[src/rtl/bb_pkg.sv]
package bb_pkg;
  localparam int DW    = 32;
  localparam int BIT_W = 5;

  typedef enum logic [1:0] {
    ST_IDLE,
    ST_READ,
    ST_MODIFY_WRITE,
    ST_DONE
  } bb_state_e;

  typedef enum logic [1:0] {
    ACC_PLAIN,
    ACC_ALIAS,
    ACC_NONE
  } acc_kind_e;
endpackage

[src/rtl/bb_decode.sv]
module bb_decode
  import bb_pkg::*;
#(
  parameter logic [31:0] PLAIN_BASE = 32'h2000_0000,
  parameter logic [31:0] ALIAS_BASE = 32'h2200_0000,
  parameter int          REGION_AW  = 20,
  localparam int         WORD_AW    = REGION_AW - 2,
  localparam int         ALIAS_AW   = REGION_AW + 5
) (
  input  logic [31:0]        addr_i,
  output acc_kind_e          kind_o,
  output logic [WORD_AW-1:0] word_o,
  output logic [BIT_W-1:0]   bit_o
);
  logic plain_hit, alias_hit;
  logic [1:0] unused_low;

  assign unused_low = addr_i[1:0];
  assign plain_hit  = addr_i[31:REGION_AW] == PLAIN_BASE[31:REGION_AW];
  assign alias_hit  = addr_i[31:ALIAS_AW]  == ALIAS_BASE[31:ALIAS_AW];

  always_comb begin
    if (plain_hit) begin
      kind_o = ACC_PLAIN;
      word_o = addr_i[REGION_AW-1:2];
    end else if (alias_hit) begin
      kind_o = ACC_ALIAS;
      word_o = addr_i[ALIAS_AW-1:7];
    end else begin
      kind_o = ACC_NONE;
      word_o = '0;
    end
  end

  assign bit_o = addr_i[6:2];
endmodule

[src/rtl/bb_bit_merge.sv]
module bb_bit_merge
  import bb_pkg::*;
(
  input  logic [DW-1:0]    word_i,
  input  logic [BIT_W-1:0] bit_idx_i,
  input  logic             bit_val_i,
  output logic             bit_o,
  output logic [DW-1:0]    merged_o
);
  assign bit_o = word_i[bit_idx_i];

  for (genvar g = 0; g < DW; g++) begin : g_bit
    assign merged_o[g] = (bit_idx_i == BIT_W'(g)) ? bit_val_i : word_i[g];
  end
endmodule

[src/rtl/bb_seq.sv]
module bb_seq
  import bb_pkg::*;
#(
  parameter int WORD_AW = 18
) (
  input  logic               clk_i,
  input  logic               rst_ni,
  input  logic               req_i,
  input  logic               we_i,
  input  acc_kind_e          kind_i,
  input  logic [WORD_AW-1:0] word_i,
  input  logic [BIT_W-1:0]   bit_i,
  input  logic               bit_val_i,
  output bb_state_e          state_o,
  output acc_kind_e          kind_o,
  output logic               we_o,
  output logic [WORD_AW-1:0] word_o,
  output logic [BIT_W-1:0]   bit_o,
  output logic               bit_val_o,
  output logic               err_o,
  output logic               mem_req_o,
  output logic               mem_we_o,
  output logic               lock_o,
  output logic               ready_o
);
  bb_state_e state_q, state_d;
  logic accept;

  assign accept = (state_q == ST_IDLE) && req_i;

  always_comb begin
    state_d   = state_q;
    mem_req_o = 1'b0;
    mem_we_o  = 1'b0;
    unique case (state_q)
      ST_IDLE: if (req_i) begin
        unique case (kind_i)
          ACC_PLAIN: begin
            mem_req_o = 1'b1;
            mem_we_o  = we_i;
            state_d   = ST_DONE;
          end
          ACC_ALIAS: begin
            if (we_i) begin
              state_d = ST_READ;
            end else begin
              mem_req_o = 1'b1;
              state_d   = ST_DONE;
            end
          end
          default: state_d = ST_DONE;
        endcase
      end
      ST_READ: begin
        mem_req_o = 1'b1;
        state_d   = ST_MODIFY_WRITE;
      end
      ST_MODIFY_WRITE: begin
        mem_req_o = 1'b1;
        mem_we_o  = 1'b1;
        state_d   = ST_DONE;
      end
      default: state_d = ST_IDLE;
    endcase
  end

  always_ff @(posedge clk_i or negedge rst_ni) begin
    if (!rst_ni) begin
      state_q   <= ST_IDLE;
      kind_o    <= ACC_NONE;
      we_o      <= 1'b0;
      word_o    <= '0;
      bit_o     <= '0;
      bit_val_o <= 1'b0;
      err_o     <= 1'b0;
    end else begin
      state_q <= state_d;
      if (accept) begin
        kind_o    <= kind_i;
        we_o      <= we_i;
        word_o    <= word_i;
        bit_o     <= bit_i;
        bit_val_o <= bit_val_i;
        err_o     <= (kind_i == ACC_NONE);
      end
    end
  end

  assign state_o = state_q;
  assign lock_o  = (state_q == ST_READ) || (state_q == ST_MODIFY_WRITE);
  assign ready_o = (state_q == ST_DONE);
endmodule

[src/rtl/bitband_bridge.sv]
module bitband_bridge
  import bb_pkg::*;
#(
  parameter logic [31:0] PLAIN_BASE = 32'h2000_0000,
  parameter logic [31:0] ALIAS_BASE = 32'h2200_0000,
  parameter int          REGION_AW  = 20,
  localparam int         WORD_AW    = REGION_AW - 2
) (
  input  logic               clk_i,
  input  logic               rst_ni,
  input  logic               bus_req_i,
  input  logic               bus_we_i,
  input  logic [31:0]        bus_addr_i,
  input  logic [DW-1:0]      bus_wdata_i,
  output logic [DW-1:0]      bus_rdata_o,
  output logic               bus_ready_o,
  output logic               bus_err_o,
  output logic               mem_req_o,
  output logic               mem_we_o,
  output logic [WORD_AW-1:0] mem_addr_o,
  output logic [DW-1:0]      mem_wdata_o,
  input  logic [DW-1:0]      mem_rdata_i,
  output logic               lock_o
);
  acc_kind_e          dec_kind, kind_q;
  logic [WORD_AW-1:0] dec_word, word_q;
  logic [BIT_W-1:0]   dec_bit, bit_q;
  logic               we_q, bit_val_q, err_q;
  bb_state_e          state;
  logic               sel_bit;
  logic [DW-1:0]      merged;

  bb_decode #(
    .PLAIN_BASE(PLAIN_BASE),
    .ALIAS_BASE(ALIAS_BASE),
    .REGION_AW (REGION_AW)
  ) i_decode (
    .addr_i(bus_addr_i),
    .kind_o(dec_kind),
    .word_o(dec_word),
    .bit_o (dec_bit)
  );

  bb_seq #(.WORD_AW(WORD_AW)) i_seq (
    .clk_i    (clk_i),
    .rst_ni   (rst_ni),
    .req_i    (bus_req_i),
    .we_i     (bus_we_i),
    .kind_i   (dec_kind),
    .word_i   (dec_word),
    .bit_i    (dec_bit),
    .bit_val_i(bus_wdata_i[0]),
    .state_o  (state),
    .kind_o   (kind_q),
    .we_o     (we_q),
    .word_o   (word_q),
    .bit_o    (bit_q),
    .bit_val_o(bit_val_q),
    .err_o    (err_q),
    .mem_req_o(mem_req_o),
    .mem_we_o (mem_we_o),
    .lock_o   (lock_o),
    .ready_o  (bus_ready_o)
  );

  bb_bit_merge i_merge (
    .word_i   (mem_rdata_i),
    .bit_idx_i(bit_q),
    .bit_val_i(bit_val_q),
    .bit_o    (sel_bit),
    .merged_o (merged)
  );

  // IDLE issues from the live decode; the locked phases replay the latched word
  assign mem_addr_o  = (state == ST_IDLE) ? dec_word : word_q;
  assign mem_wdata_o = (state == ST_MODIFY_WRITE) ? merged : bus_wdata_i;
  assign bus_err_o   = bus_ready_o && err_q;

  always_comb begin
    bus_rdata_o = '0;
    if (bus_ready_o && !err_q && !we_q) begin
      if (kind_q == ACC_ALIAS) bus_rdata_o = {{(DW-1){1'b0}}, sel_bit};
      else                     bus_rdata_o = mem_rdata_i;
    end
  end
endmodule

[config.mk]
export PLATFORM = sky130hd
export DESIGN_NAME = bitband_bridge
export DESIGN_NICKNAME = d
export VERILOG_FILES = /design/src/rtl/bb_pkg.sv /design/src/rtl/bb_decode.sv /design/src/rtl/bb_bit_merge.sv /design/src/rtl/bb_seq.sv /design/src/rtl/bitband_bridge.sv
export SDC_FILE = /design/constraint.sdc
export NUM_CORES = 1
export LEC_CHECK = 0
export BUFFER_PORTS_ARGS = -buffer_cell sky130_fd_sc_hd__buf_2
export CAP_MARGIN = 15
export CORE_MARGIN = 2
export CORE_UTILIZATION = 44
export CTS_CLUSTER_DIAMETER = 100
export DETAILED_ROUTE_END_ITERATION = 7
export PLACE_DENSITY_LB_ADDON = 0.05
export SYNTH_ARGS = -nofsm -noshare
export SYNTH_HDL_FRONTEND = slang
export SYNTH_SLANG_ARGS = --single-unit
[constraint.sdc]
create_clock -name clk_i -period 1.9 [get_ports clk_i]
set_input_delay 0.285 -clock clk_i [delete_from_list [all_inputs] [get_ports clk_i]]
set_output_delay 0.285 -clock clk_i [all_outputs]
set_load 0.03 [all_outputs]
Word level (Yosys, flattened, before mapping)
Index checks and enable logic that the tools add are counted.

Multiplexer cells: 53. Equality and inequality tests: 40. Reductions and logical operators: 11. $lt $le $gt $ge: 1.

Operator list (count): 32-bit two-way mux (3); 5-bit == test (second input constant) (16); 18-bit two-way mux (3); 5-bit by 4-bit == test with 1-bit output (second input constant) (8); 1-bit two-way mux (37); 5-bit by 3-bit == test with 1-bit output (second input constant) (4); 12-bit by 10-bit == test with 1-bit output (second input constant) (1); 5-bit by 2-bit == test with 1-bit output (second input constant) (2); 2-bit two-way mux (5); 7-bit by 5-bit == test with 1-bit output (second input constant) (1); 2-bit by 1-bit == test with 1-bit output (second input constant) (3); 2-bit == test (second input constant) (3); 5-bit by 6-bit < comparator with 1-bit output (second input constant) (1); 1-bit one-hot mux with 2 select lines (3); 2-bit one-hot mux with 3 select lines (1); 1-bit binary-select mux with 5-bit select (1); 5-bit by 1-bit == test with 1-bit output (second input constant) (1); 5-bit zero test (1); 1-bit logical AND (4); 2-bit zero test (2); 1-bit zero test (2); 2-bit inequality test (second input constant) (1); 2-bit OR reduction (1); 1-bit logical OR (1).

Register bits: 30. Output and inout bits: 87.

Longest topological paths before layout
Gate-level depths: netlist of the first run.

Depth in word-level cells: 7. Gate-level depth with buffers: 7.

Hierarchy
Synthesis of the first run repeated with hierarchy kept, for this count alone.

Cell total of the unflattened synthesis: 348. Area, all modules: 3467.1 µm².

Modules (own cells, without submodules): bb_seq (area each 1336.3 µm², cells each 84, times used 1); bb_bit_merge (area each 888.4 µm², cells each 113, times used 1); bitband_bridge (area each 887.1 µm², cells each 97, times used 1); bb_decode (area each 355.3 µm², cells each 54, times used 1).

Least setup slack after synthesis of the first run
OpenSTA, ideal clock, no wires.

Kind: input to output. From: input bus_addr_i[28]. To: output mem_addr_o[8]. Path slack: -317 ps. Stages: 5. Buffers on the path: 1. Data required time: 1615 ps. Data arrival time: 1932 ps. Cell sequence: or4b_4 > and4bb_2 > buf_4 > a22oi_1 > a21oi_1.

Longest elaborated chain between the ends: 4. Elaborated cells between the ends (all ways): 5.

Ends and longest elaborated chain: start: declaration (line bitband_bridge.sv:13) `input logic [31:0] bus_addr_i,`; 7-bit by 5-bit == test with 1-bit output (line bb_decode.sv:20) `assign alias_hit = addr_i[31:ALIAS_AW] == ALIAS_BASE[31:ALIAS_AW];`; 18-bit two-way mux (line bb_decode.sv:26) `end else if (alias_hit) begin`; 18-bit two-way mux (*) (line bb_decode.sv:23) `if (plain_hit) begin`; 18-bit two-way mux (*) (line bitband_bridge.sv:75) `assign mem_addr_o = (state == ST_IDLE) ? dec_word : word_q;`; end: declaration (line bitband_bridge.sv:20) `output logic [WORD_AW-1:0] mem_addr_o,`.

Every way passes the cells marked *; elsewhere a longest branch is shown, timed or not.

Final worst setup path of the first run
From: register i_seq.bit_o[3]. To: output bus_rdata_o[0].

Longest elaborated chain between the ends: 4.

Ends and longest elaborated chain: start: declaration (line bb_seq.sv:18) `output logic [BIT_W-1:0] bit_o,`; start signal: assignment (line bb_seq.sv:82) `bit_o <= bit_i;`; 1-bit binary-select mux with 5-bit select (line bb_bit_merge.sv:10) `assign bit_o = word_i[bit_idx_i];`; 1-bit two-way mux (not written as such) (line bb_bit_merge.sv:10); 32-bit two-way mux (line bitband_bridge.sv:82) `if (kind_q == ACC_ALIAS) bus_rdata_o = {{(DW-1){1'b0}}, sel_bit};`; 32-bit two-way mux (line bitband_bridge.sv:81) `if (bus_ready_o && !err_q && !we_q) begin`; end: declaration (line bitband_bridge.sv:15) `output logic [DW-1:0] bus_rdata_o,`.

No other way between the ends. The select of a mux whose other input is x is not followed.

==> results of run 1 <==
layout by cell type (no fill, tap or decap), types with 3 or more instances in the layout:
cell type / instances
mux2_2: 10
o21ai_0: 18
mux2i_2: 4
nor2_4: 4
buf_4: 32
nor3_2: 4
dfrtp_2: 5
nand2_2: 4
buf_2: 102
nand3_1: 5
mux2i_1: 31
nand2_1: 34
clkbuf_8: 5
and2_4: 31
a22oi_2: 18
nand3b_1: 3
nor2_1: 60
buf_6: 89
dfrtp_1: 24
clkbuf_16: 4
nor2_2: 6
a21oi_2: 51
mux4_2: 5
a21oi_1: 3
inv_1: 5
buf_12: 6
report_power, final:
part	switching [W]	internal, W	total [W]	leakage, nW
Clock	0.000237	0.000385	0.000623	0.0579
Combinational	0.00406	0.00296	0.00702	2.07
Sequential	0.000180	0.000786	0.000966	0.389
Total	0.00447	0.00413	0.00861	2.52
metal layers:
layer | vias to the layer above | wire [um]
met5 | - | 0
met4 | 0 | 753
met1 | 1870 | 4790
met2 | 277 | 7030
met3 | 81 | 1140
li1 | 1824 | -
what timing repair did:
| action | 4_1_cts | 5_1_grt |
|---|---|---|
| buffers inserted | 9 | 7 |
| cloned | 3 | 5 |
| gates resized for setup | 142 | 170 |
| setup endpoints to repair | 84 | 84 |
| pin swaps | 31 | 73 |
flip-flops by register name (all words and copies together) (netlist names):
signal / count
i_seq.state_o: 2
i_seq.bit_o: 5
i_seq.err_o: 1
i_seq.kind_o: 2
i_seq.we_o: 1
i_seq.word_o: 18
i_seq.bit_val_o: 1
metrics by stage:
step / power [W] / setup TNS [ps] / hold slack (ps) / instance area [um^2] / worst slack [ps]
6_report: 0.00861 / -13480 / 38.7 / 5590 / -459
5_1_grt: 0.00902 / -18670 / 98.0 / 5590 / -502
4_1_cts: 0.00785 / -12960 / 61.5 / 5040 / -296
3_5_place_dp: 0.00620 / -6140 / 361 / 4310 / -321
3_3_place_gp: 0.00615 / -5180 / 352 / 4310 / -278
2_1_floorplan: 0.00471 / -2750 / -10.6 / 3170 / -142
how the worst min path moves through the flow:
| stage | startpoint | endpoint | slack [ps] | depth (start not counted) |
|---|---|---|---|---|
| after global placement | rst_ni | i_seq.word_o[15] | 350 | 1 |
| after global routing | rst_ni | i_seq.state_o[0] | 100 | 1 |
| after floorplan | rst_ni | i_seq.bit_o[0] | -10 | 0 |
| after detailed placement | rst_ni | i_seq.word_o[16] | 360 | 1 |
| final | rst_ni | i_seq.state_o[0] | 40 | 1 |
| after CTS | rst_ni | i_seq.state_o[0] | 60 | 1 |
logic make-up (layout without fill, tap and decap cells):
| family | Yosys count | count (layout) | synth area share |
|---|---|---|---|
| and+or+nand+nor | 174 | 174 | 0.279 |
| DFF | 30 | 30 | 0.253 |
| AOI/OAI and AO/OA | 105 | 105 | 0.206 |
| muxes | 50 | 50 | 0.194 |
| buffers and inverters | 41 | 247 | 0.0560 |
| adders and majority gates | 3 | 3 | 0.0126 |
critical path: stages (launching register included):
cell	delay, ps
dfrtp_1	400
buf_12	180
mux2i_1	360
o32ai_1	120
o21a_1	200
o311a_1	380
buf_6	150
layout make-up:
cell class / count / area (um^2) / share of cell area
Clock buffer: 5 / 68.8 / 0.0123
Clock inverter: 3 / 40.0 / 0.00717
Timing Repair Buffer: 234 / 1980 / 0.355
Sequential cell: 30 / 758 / 0.136
Tap cell: 77 / 96.3 / 0.0172
Inverter: 5 / 18.8 / 0.00336
Multi-Input combinational cell: 332 / 2620 / 0.470
==> results.md, run 1 <==
- Mean Syn Cell Area: 7.37 um^2
- Post-route setup slack: -459 ps
- Hold Crit Class: primary input to async pin
- First-pass GRT wire length: 17.2 mm
- Status: finished with violations
- # clock sinks: 30
- Max-slew violation count: 0
- Worst r2r path cells: 6
- TritonRoute pass-1 iters: 5
- CTS Buf Count: 5
- Die Height: 86.2 um
- Worst vdd ir: 0.00120 V
- Clock Path Buffers: 2
- Asr flop ratio synth: 1.00
- CP startpoint kind: flip-flop
- Total Wirelength: 13.7 mm
- Beginning of the critical path: i_seq.bit_o[3]
- RSZ-0062 raised after global routing: yes
- Max Fclk: 424 MHz
- # rows: 29
- Slew @ Worst Pin: 660 ps
- Fillers: 312
- Hold Vio Cnt, Final: 0
- Wire per inst: 20.0 um
- Port Buffers: 184
- Largest net degree at the start of global routing: 51
- Layout net count: 711
- Worst path arrival time: 2070 ps
- CP Max Fanout: 16
- Placed insts: 656
- Syn nets: 506
- Core Box Area: 0.00642 mm^2
- Slew margin rel.: 0.560
- Worst Path Required: 1620 ps
- Final Non-Filler Cells: 686
- Setup slack on the worst flop-to-flop path: 130 ps
- Clock root buffer master: clkbuf_8
- Post-synthesis sequential area ratio: 0.253
- Unique cell type count in the Yosys netlist: 42
- EDFF count, synth: 0
- Synth Warn #: 0
- Ant diodes: 0
- Met3 Usage GRT: 0.0318
- GR Layer Usage met2: 0.539
- CTS tree: done
- Skew final: 5.58 ps
- Post-Syn Area: 0.00297 mm^2
- Leak pwr: 2.52 nW
- Clock-pin slew on the worst setup and hold paths: 70 ps
- Synth Flop Type: dfrtp_1
- Initial antenna violation count: 0
- Most numerous cell in the Yosys netlist: nor2_1
- R2r endpoint: i_seq.bit_o[4]
- Failing checks: setup timing
- CTS HTree Levels: 2
- Met1 global-route usage: 0.332
- Crit path to: bus_rdata_o[0]
- HPWL Detailed: 7.71 mm
- Gpl congestion: 0.852
- Via Count: 4052
- CP Class: flip-flop to output port
- Final setup violation count: 83
- Number of remaining DRC errors: 0
- Syn-to-layout area delta: 88.0%
- Initial Util: 0.462
- DR iter-0 viols: 291
- Reg2reg start: i_seq.state_o[0]
- Clock Latency Late Sink: 270 ps
- Busiest grt layer: met2
- Worst setup EP type: output port
- Cells after synthesis: 403
- Share of layout cells above drive strength 1: 0.670
- Area fraction of the dominant cell type after synthesis: 0.244
- Vias in the first global route: 3633
- GRT Overall Usage: 0.286
- Synthesized flop and latch total: 30
- DIE AREA: 0.00742 mm^2
- Grt ovf: 0
- Top cells by count, synth: nor2_1 (70), a21oi_1 (54), nand2_1 (39)
- Dominant cells by area after synthesis: dfrtp_1 (24%), mux2i_1 (12%), a21oi_1 (9.1%), nor2_1 (8.8%), and2_1 (7.0%)
- Max Cap Viol: 0
- Hold_buf cts: 0
- Crit share post-route: 1.24
- Die outline width: 86.2 um
- Via density: 5.91
- Final Util: 0.870
- Most area-hungry cell type in the Yosys netlist: dfrtp_1
- Period minus WS final: 2360 ps
- I/O pin count: 187
- Pwr dens: 1540 mW/mm^2
- Remaining antenna violation count: 0
Power figures use the tool's default switching activity.
==> run 2, diff against run 1 <==
--- a/config.mk
+++ b/config.mk
@@ -5,10 +5,11 @@
 export SDC_FILE = /design/constraint.sdc
 export NUM_CORES = 1
 export LEC_CHECK = 0
+export ABC_AREA = 1
 export BUFFER_PORTS_ARGS = -buffer_cell sky130_fd_sc_hd__buf_2
 export CAP_MARGIN = 15
 export CORE_MARGIN = 2
-export CORE_UTILIZATION = 44
+export CORE_UTILIZATION = 46
 export CTS_CLUSTER_DIAMETER = 100
 export DETAILED_ROUTE_END_ITERATION = 7
 export PLACE_DENSITY_LB_ADDON = 0.05
==> run 2 against run 1 <==
The flow still finishes with violations (setup timing); register-to-register slack better by 270 ps; total power shrank 12%; synthesized area rose by 12%; critical endpoint is now mem_wdata_o[12]; die area is 7.0% higher; count of clock-buffer cells in the layout is 3 higher; core utilization is 3.6 points lower; cell count increased by 33%; critical path type unchanged; first-iteration DRC count increased by 38%; global-route usage grew 3.0 points.
==> results.md, run 2 <==
- Wire per inst: 16.2 um (-19%)
- RSZ-0062 raised after global routing: yes
- Post-Syn Area: 0.00333 mm^2 (+12%)
- Vias in the first global route: 4361 (+20%)
- Pwr dens: 1270 mW/mm^2 (-17%)
- Post-route setup slack: -365 ps (+94.7 ps)
- Clock root buffer master: clkbuf_8
- Sw Pwr: 0.00417 W (-6.7%)
- Skew final: 9.22 ps (+3.64 ps)
- TNS Setup: -9930 ps (+3550 ps)
- Number of remaining DRC errors: 0 (unchanged)
- Syn-to-layout area delta: 78.4%
- Status: finished with violations
- Setup WS pre-CTS: -103 ps (+218 ps)
- Initial antenna violation count: 0 (unchanged)
- CP Class: flip-flop to output port
- Mean Syn Cell Area: 5.58 um^2 (-24%)
- Beginning of the critical path: i_seq.bit_o[1]
- Initial Util: 0.467 (+0.00454)
- Most common cell after layout, fill and taps aside: nand2_1
- DP Area: 0.00481 mm^2 (+12%)
- Crit share post-route: 1.19 (-0.0498)
- Comb power frac: 0.788 (-0.027)
- Grt ovf: 0 (unchanged)
- Hold Slack: 24.8 ps (-13.9 ps)
- Area fraction of the dominant cell type after synthesis: 0.266 (+0.0215)
- Clock power share: 0.080 (+0.008)
- Slew margin rel.: 0.474 (-0.0855)
- Worst setup EP type: output port
- Most numerous cell in the Yosys netlist: nand2_1
- Reg2reg start: i_seq.state_o[1]
- Port Buffers: 184 (unchanged)
- CTS tree: done
- Most area-hungry cell type in the Yosys netlist: nand2_1
- Buf/Inv on CP: 3 (+1)
- CP startpoint kind: flip-flop
- Hold Crit Class: primary input to async pin
- Asr flop ratio synth: 1.00 (unchanged)
- DR iter-0 viols: 403 (+38%)
- Internal power: 0.00339 W (-18%)
- Fillers: 472 (+51%)
- Via density: 5.62 (-4.8%)
- Worst vdd ir: 0.000669 V (-44%)
- Die outline width: 89.1 um (+3.4%)
- CTS HTree Levels: 2 (unchanged)
- Max Cap Viol: 0 (unchanged)
- Synth Warn #: 0 (unchanged)
- Leak pwr: 3.07 nW (+22%)
- Slew @ Worst Pin: 787 ps (+126 ps)
- Crit path to: mem_wdata_o[12]
- Dominant cells by area after synthesis: nand2_1 (27%), dfrtp_1 (22%), o21ai_0 (10%), inv_1 (9.6%), nor3_1 (5.6%)
- Final Util: 0.833 (-0.0364)
- DIE AREA: 0.00794 mm^2 (+7.0%)
- Worst Path Required: 1620 ps (about the same)
- Layout net count: 912 (+28%)
- Max incr delay on CP: 450 ps (+50 ps)
- Max Fclk: 442 MHz (+4.2%)
- Syn nets: 700 (+38%)
- Final setup violation count: 67 (-19%)
- Crit path max-delay cell type: dfrtp_2
- CTS Buf Count: 5 (unchanged)
- EDFF count, synth: 0 (unchanged)
- Remaining antenna violation count: 0 (unchanged)
- Die Height: 89.1 um (+3.4%)
- Reg with most FFs: i_seq.word_o
- Most frequent cells in the layout: nand2_1 (209), buf_2 (115), inv_1 (73), buf_4 (67), buf_6 (41)
- Max-slew violation count: 0 (unchanged)
- Share of layout cells above drive strength 1: 0.459 (-0.211)
- HPWL Detailed: 9.04 mm (+17%)
- Core Box Area: 0.00714 mm^2 (+11%)
- TritonRoute pass-1 iters: 7 (+2)
- Synthesized flop and latch total: 30 (unchanged)
- Worst r2r path cells: 7 (+1)
- Delay-heaviest family, CP: simple AND/OR/NAND/NOR gates
- Reg area: 757 um^2 (-0.16%)
- Worst-path cell chain: buf_12 -> nor2_4 -> inv_1 -> nor3_1 -> nand2_1 -> o211ai_1 -> o21ai_0 -> buf_2
- Post-synthesis sequential area ratio: 0.226 (-0.0276)
- Hold Vio Cnt, Final: 0 (unchanged)
- # clock sinks: 30 (unchanged)
- Area of the multi-input gates: 0.00273 mm^2 (+4.1%)
- Cells after synthesis: 597 (+48%)
- Synth Flop Type: dfrtp_1
- Total Wirelength: 14.8 mm (+7.8%)
- Period minus WS final: 2260 ps (-94.7 ps)
- Biggest regs: i_seq.word_o: 18 flops, i_seq.bit_o: 5 flops
- Clock-pin slew on the worst setup and hold paths: 70 ps (about the same)
- Reg power frac: 0.132 (+0.020)
- Via Count: 5116 (+26%)
- # rows: 31 (+6.9%)
- Clock Path Buffers: 2 (unchanged)
- Largest net degree at the start of global routing: 39 (-24%)
- I/O pin count: 187 (unchanged)
- GRT Overall Usage: 0.316 (+0.0298)
- Hold_buf cts: 0 (unchanged)
- R2r endpoint: i_seq.state_o[1]
- Largest register FFs: 18 (unchanged)
- Switching share of power: 0.552 (+0.0322)
- Gpl congestion: 0.945 (+11%)
- First-pass GRT wire length: 19.9 mm (+15%)
- Post-route cell area: 0.00595 mm^2 (+6.5%)
- Setup slack on the worst flop-to-flop path: 400 ps (+270 ps)
- Top cells by count, synth: nand2_1 (236), inv_1 (85), o21ai_0 (68)
- Total stage count of the critical path: 8 (+2)
- Worst path arrival time: 1980 ps (-90 ps)
- Unique cell type count in the Yosys netlist: 31 (-26%)
- Clock Latency Late Sink: 290 ps (+20 ps)
- Failing checks: setup timing
- CP Max Fanout: 6 (-10)
run 2: logic make-up after synthesis:
| family | count (synthesis) | share of synthesized area |
|---|---|---|
| AOI/OAI and AO/OA | 124 | 0.230 |
| DFF | 30 | 0.226 |
| buffers and inverters | 123 | 0.147 |
| adders and majority gates | 3 | 0.0113 |
| and+or+nand+nor | 317 | 0.386 |
run 2: worst min-delay path by stage:
stage / to / slack (ps) / cells after the start
floorplan: i_seq.bit_o[0] / -10 / 0
global placement: i_seq.word_o[15] / 350 / 1
detailed placement: i_seq.word_o[15] / 350 / 1
CTS: i_seq.word_o[14] / 50 / 1
global route: i_seq.word_o[14] / 80 / 1
finish: i_seq.word_o[14] / 20 / 1
run 2: power by group through the flow:
stage / logic, W / clock network, W / registers (W)
finish: 0.00596 / 0.000604 / 0.00100
global route: 0.00631 / 0.000630 / 0.00102
CTS: 0.00526 / 0.000608 / 0.000973
detailed placement: 0.00446 / 0 / 0.000925
global placement: 0.00442 / 0 / 0.000916
floorplan: 0.00308 / 0 / 0.000855
run 2: what timing repair did:
item,CTS,global route
pin swaps,9,25
resized for setup,154,133
setup endpoints to repair,83,84
gates cloned,4,2
setup buffers,7,15
run 2: stage by stage:
stage                     instances  power, W
after floorplan                 597   0.00394
after global placement          876   0.00533
after detailed placement        876   0.00539
after CTS                       895   0.00684
after global routing            909   0.00795
final                           910   0.00756
run 2: final cells by class:
class | instances | share of cell area
Multi-Input combinational cell | 445 | 0.459
Timing Repair Buffer | 239 | 0.314
Sequential cell | 30 | 0.127
Inverter | 88 | 0.0598
Tap cell | 99 | 0.0208
Clock buffer | 8 | 0.0185
Antenna cell | 1 | 0.000421
run 2: layer usage:
layer / vias to the layer above / global-route usage / part of all wire
li1: 2361 / - / -
met4: 0 / 0.166 / 0.042
met5: - / 0 / 0
met2: 332 / 0.558 / 0.52
met3: 75 / 0.0591 / 0.090
met1: 2348 / 0.361 / 0.35
